==> src/rtl/i2f_pkg.sv <==
package i2f_pkg;
  localparam int FLAG_W        = 5;
  localparam int FLG_INEXACT   = 0;
  localparam int FLG_UNDERFLOW = 1;
  localparam int FLG_OVERFLOW  = 2;
  localparam int FLG_DIVZERO   = 3;
  localparam int FLG_INVALID   = 4;

  typedef logic [FLAG_W-1:0] flags_t;

  // Magnitude of a two's-complement word; the most negative value maps to 2^(n-1).
  function automatic logic [63:0] abs64(input logic [63:0] v, input int w);
    logic [63:0] r;
    r = v[w-1] ? (~v + 64'd1) : v;
    for (int i = 0; i < 64; i++) if (i >= w) r[i] = 1'b0;
    return r;
  endfunction

  // Build a flag vector holding only the inexact bit.
  function automatic flags_t make_flags(input logic inexact);
    flags_t f;
    f = '0;
    f[FLG_INEXACT] = inexact;
    return f;
  endfunction
endpackage

==> src/rtl/i2f_lzc.sv <==
module i2f_lzc #(
  parameter int W    = 32,
  parameter int LZ_W = $clog2(W + 1)
) (
  input  logic [W-1:0]    vec,
  output logic [LZ_W-1:0] count
);
  logic found;
  always_comb begin
    count = LZ_W'(W);
    found = 1'b0;
    for (int i = W - 1; i >= 0; i--) begin
      if (!found && vec[i]) begin
        count = LZ_W'(W - 1 - i);
        found = 1'b1;
      end
    end
  end
endmodule

==> src/rtl/i2f_mag_stage.sv <==
module i2f_mag_stage #(
  parameter int DATA_W = 32,
  parameter int TAG_W  = 5
) (
  input  logic              clk,
  input  logic              rst_n,
  input  logic              in_valid,
  input  logic              in_guard0,
  input  logic              in_fonly,
  input  logic [DATA_W-1:0] in_operand,
  input  logic [TAG_W-1:0]  in_tag,
  output logic              q_commit,
  output logic              q_fonly,
  output logic              q_sign,
  output logic [DATA_W-1:0] q_mag,
  output logic [TAG_W-1:0]  q_tag
);
  logic [DATA_W-1:0] mag_c;
  logic [63:0]       mag_wide;

  always_comb begin
    mag_wide = i2f_pkg::abs64(64'(signed'(in_operand)), DATA_W);
    mag_c    = mag_wide[DATA_W-1:0];
  end

  logic [63-DATA_W:0] unused_mag_hi;
  assign unused_mag_hi = mag_wide[63:DATA_W];

  always_ff @(posedge clk or negedge rst_n) begin
    if (!rst_n) begin
      q_commit <= 1'b0;
      q_fonly  <= 1'b0;
      q_sign   <= 1'b0;
      q_mag    <= '0;
      q_tag    <= '0;
    end else begin
      q_commit <= in_valid & in_guard0;
      q_fonly  <= in_fonly;
      q_sign   <= in_operand[DATA_W-1];
      q_mag    <= mag_c;
      q_tag    <= in_tag;
    end
  end
endmodule

==> src/rtl/i2f_norm_stage.sv <==
module i2f_norm_stage #(
  parameter int DATA_W = 32,
  parameter int TAG_W  = 5,
  parameter int LZ_W   = $clog2(DATA_W + 1)
) (
  input  logic              clk,
  input  logic              rst_n,
  input  logic              d_commit,
  input  logic              d_fonly,
  input  logic              d_sign,
  input  logic [DATA_W-1:0] d_mag,
  input  logic [TAG_W-1:0]  d_tag,
  output logic              q_commit,
  output logic              q_fonly,
  output logic              q_sign,
  output logic              q_zero,
  output logic [LZ_W-1:0]   q_lz,
  output logic [DATA_W-1:0] q_norm,
  output logic [TAG_W-1:0]  q_tag
);
  logic [LZ_W-1:0]   lz_c;
  logic [DATA_W-1:0] norm_c;

  i2f_lzc #(.W(DATA_W), .LZ_W(LZ_W)) u_lzc (.vec(d_mag), .count(lz_c));

  assign norm_c = d_mag << lz_c;

  always_ff @(posedge clk or negedge rst_n) begin
    if (!rst_n) begin
      q_commit <= 1'b0;
      q_fonly  <= 1'b0;
      q_sign   <= 1'b0;
      q_zero   <= 1'b1;
      q_lz     <= '0;
      q_norm   <= '0;
      q_tag    <= '0;
    end else begin
      q_commit <= d_commit;
      q_fonly  <= d_fonly;
      q_sign   <= d_sign;
      q_zero   <= (d_mag == '0);
      q_lz     <= lz_c;
      q_norm   <= norm_c;
      q_tag    <= d_tag;
    end
  end
endmodule

==> src/rtl/i2f_pack_stage.sv <==
module i2f_pack_stage #(
  parameter int DATA_W = 32,
  parameter int EXP_W  = 8,
  parameter int MAN_W  = 23,
  parameter int TAG_W  = 5,
  parameter int LZ_W   = $clog2(DATA_W + 1),
  parameter int RES_W  = 1 + EXP_W + MAN_W
) (
  input  logic                       clk,
  input  logic                       rst_n,
  input  logic                       d_commit,
  input  logic                       d_fonly,
  input  logic                       d_sign,
  input  logic                       d_zero,
  input  logic [LZ_W-1:0]            d_lz,
  input  logic [DATA_W-1:0]          d_norm,
  input  logic [TAG_W-1:0]           d_tag,
  output logic                       inexact_raw,
  output logic [RES_W-1:0]           q_result,
  output logic                       q_wen,
  output logic                       q_fonly,
  output logic [TAG_W-1:0]           q_tag,
  output logic [i2f_pkg::FLAG_W-1:0] q_flag_upd
);
  localparam int BIAS    = (1 << (EXP_W - 1)) - 1;
  localparam int EXP_TOP = BIAS + DATA_W - 1;
  localparam int DROP_W  = DATA_W - 1 - MAN_W;

  logic [MAN_W-1:0]     man_c;
  logic [EXP_W-1:0]     exp_c;
  i2f_pkg::flags_t      flags_c;
  logic [RES_W-1:0]     packed_c;
  logic                 unused_lead;

  assign unused_lead = d_norm[DATA_W-1];

  generate
    if (DROP_W > 0) begin : g_drop
      assign man_c       = d_norm[DATA_W-2 -: MAN_W];
      assign inexact_raw = |d_norm[DROP_W-1:0];
    end else if (DROP_W == 0) begin : g_exact
      assign man_c       = d_norm[DATA_W-2:0];
      assign inexact_raw = 1'b0;
    end else begin : g_pad
      assign man_c       = {d_norm[DATA_W-2:0], {(-DROP_W){1'b0}}};
      assign inexact_raw = 1'b0;
    end
  endgenerate

  always_comb begin
    exp_c    = d_zero ? '0 : EXP_W'(EXP_TOP - int'(d_lz));
    flags_c  = i2f_pkg::make_flags(inexact_raw & ~d_zero);
    packed_c = d_zero ? '0 : {d_sign, exp_c, man_c};
  end

  always_ff @(posedge clk or negedge rst_n) begin
    if (!rst_n) begin
      q_result   <= '0;
      q_wen      <= 1'b0;
      q_fonly    <= 1'b0;
      q_tag      <= '0;
      q_flag_upd <= '0;
    end else begin
      q_result   <= d_fonly ? RES_W'(flags_c) : packed_c;
      q_wen      <= d_commit;
      q_fonly    <= d_fonly;
      q_tag      <= d_tag;
      q_flag_upd <= (d_commit && !d_fonly) ? flags_c : '0;
    end
  end
endmodule

==> src/rtl/i2f_rz_pipe.sv <==
module i2f_rz_pipe #(
  parameter int DATA_W = 32,
  parameter int EXP_W  = 8,
  parameter int MAN_W  = 23,
  parameter int TAG_W  = 5,
  parameter int GRD_W  = 32,
  parameter int LZ_W   = $clog2(DATA_W + 1),
  parameter int RES_W  = 1 + EXP_W + MAN_W
) (
  input  logic                       clk,
  input  logic                       rst_n,
  input  logic                       in_valid,
  input  logic [DATA_W-1:0]          in_operand,
  input  logic [GRD_W-1:0]           in_guard,
  input  logic [TAG_W-1:0]           in_tag,
  input  logic                       in_flags_only,
  output logic [RES_W-1:0]           out_result,
  output logic                       out_wen,
  output logic [TAG_W-1:0]           out_tag,
  output logic [i2f_pkg::FLAG_W-1:0] out_flag_upd
);
  logic [GRD_W-1:0] unused_guard;
  assign unused_guard = in_guard;

  // stage 1 -> 2
  logic              s1_commit, s1_fonly, s1_sign;
  logic [DATA_W-1:0] s1_mag;
  logic [TAG_W-1:0]  s1_tag;
  // stage 2 -> 3
  logic              s2_commit, s2_fonly, s2_sign, s2_zero;
  logic [LZ_W-1:0]   s2_lz;
  logic [DATA_W-1:0] s2_norm;
  logic [TAG_W-1:0]  s2_tag;
  // events brought out for the checker
  logic              s3_inexact_raw;
  logic              res_is_flags;

  i2f_mag_stage #(.DATA_W(DATA_W), .TAG_W(TAG_W)) u_mag (
    .clk(clk), .rst_n(rst_n),
    .in_valid(in_valid), .in_guard0(in_guard[0]), .in_fonly(in_flags_only),
    .in_operand(in_operand), .in_tag(in_tag),
    .q_commit(s1_commit), .q_fonly(s1_fonly), .q_sign(s1_sign),
    .q_mag(s1_mag), .q_tag(s1_tag)
  );

  i2f_norm_stage #(.DATA_W(DATA_W), .TAG_W(TAG_W), .LZ_W(LZ_W)) u_norm (
    .clk(clk), .rst_n(rst_n),
    .d_commit(s1_commit), .d_fonly(s1_fonly), .d_sign(s1_sign),
    .d_mag(s1_mag), .d_tag(s1_tag),
    .q_commit(s2_commit), .q_fonly(s2_fonly), .q_sign(s2_sign),
    .q_zero(s2_zero), .q_lz(s2_lz), .q_norm(s2_norm), .q_tag(s2_tag)
  );

  i2f_pack_stage #(.DATA_W(DATA_W), .EXP_W(EXP_W), .MAN_W(MAN_W),
                   .TAG_W(TAG_W), .LZ_W(LZ_W), .RES_W(RES_W)) u_pack (
    .clk(clk), .rst_n(rst_n),
    .d_commit(s2_commit), .d_fonly(s2_fonly), .d_sign(s2_sign),
    .d_zero(s2_zero), .d_lz(s2_lz), .d_norm(s2_norm), .d_tag(s2_tag),
    .inexact_raw(s3_inexact_raw),
    .q_result(out_result), .q_wen(out_wen), .q_fonly(res_is_flags),
    .q_tag(out_tag), .q_flag_upd(out_flag_upd)
  );
endmodule

==> config.mk <==
export PLATFORM = sky130hd
export DESIGN_NAME = i2f_rz_pipe
export DESIGN_NICKNAME = d
export VERILOG_FILES = /design/src/rtl/i2f_pkg.sv /design/src/rtl/i2f_lzc.sv /design/src/rtl/i2f_mag_stage.sv /design/src/rtl/i2f_norm_stage.sv /design/src/rtl/i2f_pack_stage.sv /design/src/rtl/i2f_rz_pipe.sv
export SDC_FILE = /design/constraint.sdc
export NUM_CORES = 1
export LEC_CHECK = 0
export BUFFER_PORTS_ARGS = -buffer_cell sky130_fd_sc_hd__buf_4
export CAP_MARGIN = 20
export CORE_MARGIN = 10
export CORE_UTILIZATION = 45
export CTS_CLUSTER_SIZE = 28
export DETAILED_ROUTE_END_ITERATION = 16
export PLACE_DENSITY = 0.76
export SKIP_CTS_REPAIR_TIMING = 1
export SYNTH_ARGS = -nofsm -noshare
export SYNTH_HDL_FRONTEND = slang
export SYNTH_HIERARCHICAL = 1
export SYNTH_SLANG_ARGS = --single-unit
==> constraint.sdc <==
create_clock -name clk -period 4.2 [get_ports clk]
set_input_delay 0.21 -clock clk [delete_from_list [all_inputs] [get_ports clk]]
set_output_delay 0.21 -clock clk [all_outputs]
set_load 0.01 [all_outputs]
==> flow_summary.ini, run 1 <==
[setup_path]
slowest_stage = or4_4
cp_slowest_stage_delay_ns = 0.61
cp.required_ns = 4.49
cp_max_fo = 23
start_kind = flip-flop
path_class = flip-flop to flip-flop
cp-end-kind = flip-flop
cp.arrival_ns = 4.17
crit_path_cell_trace = or4_4 > nor3_4 > nand4_2 > o32a_1 > o311ai_4 > buf_12 > buf_12 > mux4_2 > mux4_2 > o211a_1

[worst_hold_path]
hp-class = input port to flip-flop

[routing]
postRouteAntennaNets = 0
met2_length_um = 7592
drt_pass1_iterations = 5
wl_um = 15940
wl_met3_um = 1186
via_per_inst = 5.772
drt_iter0_markers = 415
drc_errors = 0
num_vias = 4918
top_layer = met4
wire_per_inst_um = 18.71
routedLengthMet1_um = 6819

[clocking]
clockBufferDepth = 2
cts_made_buffers = 17
cts_htree_levels = 4
path_clk_slew_ns = 0.05
cts_tree = done
clock-sinks = 125
cts_root_buf = clkbuf_16
clock_latency_ns = 0.42

[timing]
rsz0062_at_grt = false
slew_violations = 0
max_slew_margin = 0.4666
fin_ws_ns = 0.3120
post-route-period-util = 0.9257
setup_viol_count_final = 0
finalSetupTns_ns = 0
skew_ns = 0.008476
max_freq_ghz = 0.2572
tightest_slew_ns = 0.8001
hold_violations = 0
whs_ns = 0.003095
fin_crit_ns = 3.888

[job]
cap_violations = 0

[place]
pre_cts_ws_ns = 0.2328
dp_hpwl_um = 11440
dp_cells = 802
placed_cell_area_sq_um = 7467
finalWeightedCongestion = 0.9310
port_buffers = 80

[logic_synthesis]
netlist_area_sq_um = 6653
yosys_warnings = 6
synth.avg_cell_area_sq_um = 12.03
synth_cells = 553

[pwr]
power_frac_clock = 0.379
power_mw = 3.786
swShare = 0.2761
peakVddDrop_mv = 0.3238
power_switching_mw = 1.045
seqPwrFrac = 0.394
powerDensity_nw_per_um2 = 460.1
p_int_mw = 2.740
p_comb_frac = 0.227
p_leak_nw = 3.590

[grt]
antenna_found_initial = 0
grt_pass1_vias = 4966
grt.total_usage = 0.1596
grt_pass1_wl_um = 25920
grt_max_degree = 70
grt_overflow = 0

[final_layout]
area_growth_pct = 23.68
final_util = 0.5661
post-route-cell-area_sq_um = 8228
fill_cells = 1200
antenna_cells = 0
nets = 730
final_cells = 852
drive_gt1_frac = 0.3069

[floorplanning]
start_util = 0.4577
rows = 44
die_w_um = 141.6
core_area_sq_um = 14530
ios = 116
die_area_sq_um = 20050
fp.dieH_um = 141.6

[outcome]
status = complete, no violations
==> registers in the layout, indices dropped and copies added, names as in the netlist, 5 cells and up <==
register / cells
u_mag/q_mag: 32
u_pack/q_result: 32
u_norm/q_norm: 31
u_norm/q_lz: 6
u_mag/q_tag: 5
u_norm/q_tag: 5
u_pack/q_tag: 5
==> worst max-delay path: cells and delay by family, from the launching register on <==
family / cells / cell delay, ns
compound gates: 3 / 0.77
buf+inv: 2 / 0.38
flops: 1 / 0.48
mux: 2 / 1.06
simple gates: 3 / 1.06
==> cells in the final DEF, fill, tap and decap left out, types with 4 or more instances in the layout <==
master and instances:
nor2_1 43, a21oi_1 12, clkinv_2 6, nor4_1 13, nand2b_1 8, buf_4 97, clkbuf_16 17, dfrtp_1 124
o31ai_1 13, nand3_1 9, mux2_2 9, o41ai_2 7, mux4_2 39, conb_1 4, nand2_1 34, nand4_1 4
xnor2_1 30, nor3_1 10, a211oi_1 4, o21ai_0 13, and3_1 4, o22ai_1 5, and2_1 26, mux2i_1 27
dlygate4sd3_1 12, inv_1 11
==> layout make-up <==
cell class / instances / area, sq um / area share
multi-input cells: 387 / 3348 / 0.4069
repair buffers: 111 / 888.4 / 0.1080
inverters: 13 / 48.80 / 0.005931
clock inverters: 12 / 146.4 / 0.01779
clock buffers: 20 / 436.7 / 0.05307
flip-flops and latches: 125 / 3129 / 0.3803
well taps: 184 / 230.2 / 0.02798
==> per-layer routing <==
layer  global-route usage  vias to the layer above
met1               0.2026                     2399
met2               0.2491                      210
met5                    0                        -
li1                     -                     2276
met3              0.05240                       33
met4              0.05810                        0
==> path summary, 6_finish.rpt <==
| path | to | slack [ns] | depth (start not counted) | from |
|---|---|---|---|---|
| max reg2reg | u_norm/q_norm[25] | 0.31 | 10 | u_mag/q_mag[23] |
| max in group asynchronous | u_mag/q_mag[4] | 3.15 | 3 | rst_n |
| min reg2reg | u_norm/q_fonly | 0.35 | 0 | u_mag/q_fonly |
| min in group asynchronous | u_pack/q_tag[0] | 0.46 | 3 | rst_n |
| max | u_norm/q_norm[25] | 0.31 | 10 | u_mag/q_mag[23] |
| min | u_mag/q_mag[12] | 0.003 | 2 | in_operand[12] |
==> power groups by stage <==
stage                     clock network (mW)  logic (mW)  registers (mW)
after detailed placement                   0       0.829            1.51
after CTS                               1.46       0.834            1.49
after floorplan                            0       0.528            1.50
final                                   1.44       0.858            1.49
after global routing                    1.52       0.930            1.51
after global placement                     0       0.817            1.50
Note: power is estimated with default switching activity, not from simulation.
==> run 2: changes to the inputs <==
clock period = 4.15 ns   (was 4.2 ns; I/O delays follow)
==> run 2 against run 1 <==
First-iteration DRC count grew 25%. Utilization rose by 0.10 points. Via count shrank 1.2%. Cell area increased by 0.18%. Register-to-register slack better by 0.02 ns.
==> flow_summary.ini, run 2 (synthesis results as in run 1) <==
[outcome]
status = complete, no violations

[floorplanning]
fp.dieH_um = 141.6
die_area_sq_um = 20050
die_w_um = 141.6
ios = 116
core_area_sq_um = 14530
rows = 44
start_util = 0.4577

[pwr]
p_leak_nw = 3.579
peakVddDrop_mv = 0.2844
powerDensity_nw_per_um2 = 451.9

[clocking]
cts_root_buf = clkbuf_16
cts_tree = done
clock_latency_ns = 0.42
cts_made_buffers = 17
cts_htree_levels = 4
clockBufferDepth = 2
path_clk_slew_ns = 0.05
clock-sinks = 125

[setup_path]
cp_slowest_stage_delay_ns = 0.61
crit_path_cell_trace = or4_4 > nor3_4 > nand4_2 > o32a_1 > o311ai_4 > buf_12 > mux4_2 > mux2_2 > a32oi_1 > o21ai_0
start_kind = flip-flop
cp-end-kind = flip-flop
cp.required_ns = 4.41
cp_max_fo = 47
path_class = flip-flop to flip-flop
crit_family = simple AND/OR/NAND/NOR gates
cp.arrival_ns = 4.08
crit_buf_inv = 1
slowest_stage = or4_4

[routing]
wire_per_inst_um = 18.39
drt_iter0_markers = 517
wl_um = 15730
num_vias = 4859
postRouteAntennaNets = 0
via_per_inst = 5.683
drc_errors = 0
drt_pass1_iterations = 5

[timing]
tightest_slew_ns = 0.7343
fin_crit_ns = 3.822
setup_viol_count_final = 0
max_slew_margin = 0.5042
hold_violations = 0
rsz0062_at_grt = false
max_freq_ghz = 0.2616
finalSetupTns_ns = 0
skew_ns = 0.01003
whs_ns = 0.002226
slew_violations = 0
post-route-period-util = 0.9211

[final_layout]
area_growth_pct = 23.90
antenna_cells = 0
top_regs = u_mag/q_mag x32, u_pack/q_result x32, u_norm/q_norm x31
nets = 733
post-route-cell-area_sq_um = 8243
final_cells = 855
mostFrequentLayoutCells = dfrtp_1, buf_4, nor2_1, mux4_2, nand2_1
drive_gt1_frac = 0.2906
layout_commonest_cell = dfrtp_1

[grt]
grt.total_usage = 0.1583
grt_overflow = 0
grt_pass1_wl_um = 25470
grt_pass1_vias = 4972
antenna_found_initial = 0
grt_max_degree = 57

[place]
port_buffers = 80
placed_cell_area_sq_um = 7452
dp_cells = 800
dp_hpwl_um = 11500
finalWeightedCongestion = 0.9419

[worst_hold_path]
hp-class = input port to flip-flop

[job]
cap_violations = 0
[run 2: cell type report]
cell class | instances | area [sq um]
Clock buffer | 26 | 499.2
Clock inverter | 6 | 61.31
Fill cell | 1232 | 6291
Inverter | 13 | 48.80
Multi-Input combinational cell | 387 | 3348
Sequential cell | 125 | 3129
Tap cell | 184 | 230.2
Timing Repair Buffer | 114 | 925.9
[run 2: per-layer routing]
| layer | global-route usage | vias to the layer above | routed length [um] |
|---|---|---|---|
| li1 | - | 2279 | - |
| met1 | 0.1970 | 2403 | 6805 |
| met2 | 0.2511 | 162 | 7580 |
| met3 | 0.05407 | 15 | 1068 |
| met4 | 0.05594 | 0 | 272 |
| met5 | 0 | - | 0 |
[run 2: through the flow]
stage / power, mW / setup slack, ns / utilization
final: 3.725 / 0.3276 / 0.5671
after floorplan: 2.048 / 0.7376 / -
after global routing: 3.921 / 0.1906 / 0.5671
after CTS: 3.750 / 0.3582 / 0.5513
after detailed placement: 2.358 / 0.3817 / 0.5127
after global placement: 2.338 / 0.3999 / 0.5127
[run 2: report_power, final]
group	internal [mW]	switching (mW)	total, mW
registers	1.39	0.117	1.51
logic	0.436	0.412	0.849
clock network	0.883	0.486	1.37
[run 2: final timing paths]
path | startpoint | end | slack (ns) | cells after the start
worst max-delay path | u_mag/q_mag[23] | u_norm/q_norm[23] | 0.33 | 10
min in group asynchronous | rst_n | u_pack/q_wen | 0.22 | 2
max in group asynchronous | rst_n | u_pack/q_result[18] | 2.99 | 3
worst min register to register | u_norm/q_tag[1] | u_pack/q_tag[1] | 0.34 | 0
worst min-delay path | in_operand[18] | u_mag/q_mag[18] | 0.002 | 2
worst max register to register | u_mag/q_mag[23] | u_norm/q_norm[23] | 0.33 | 10
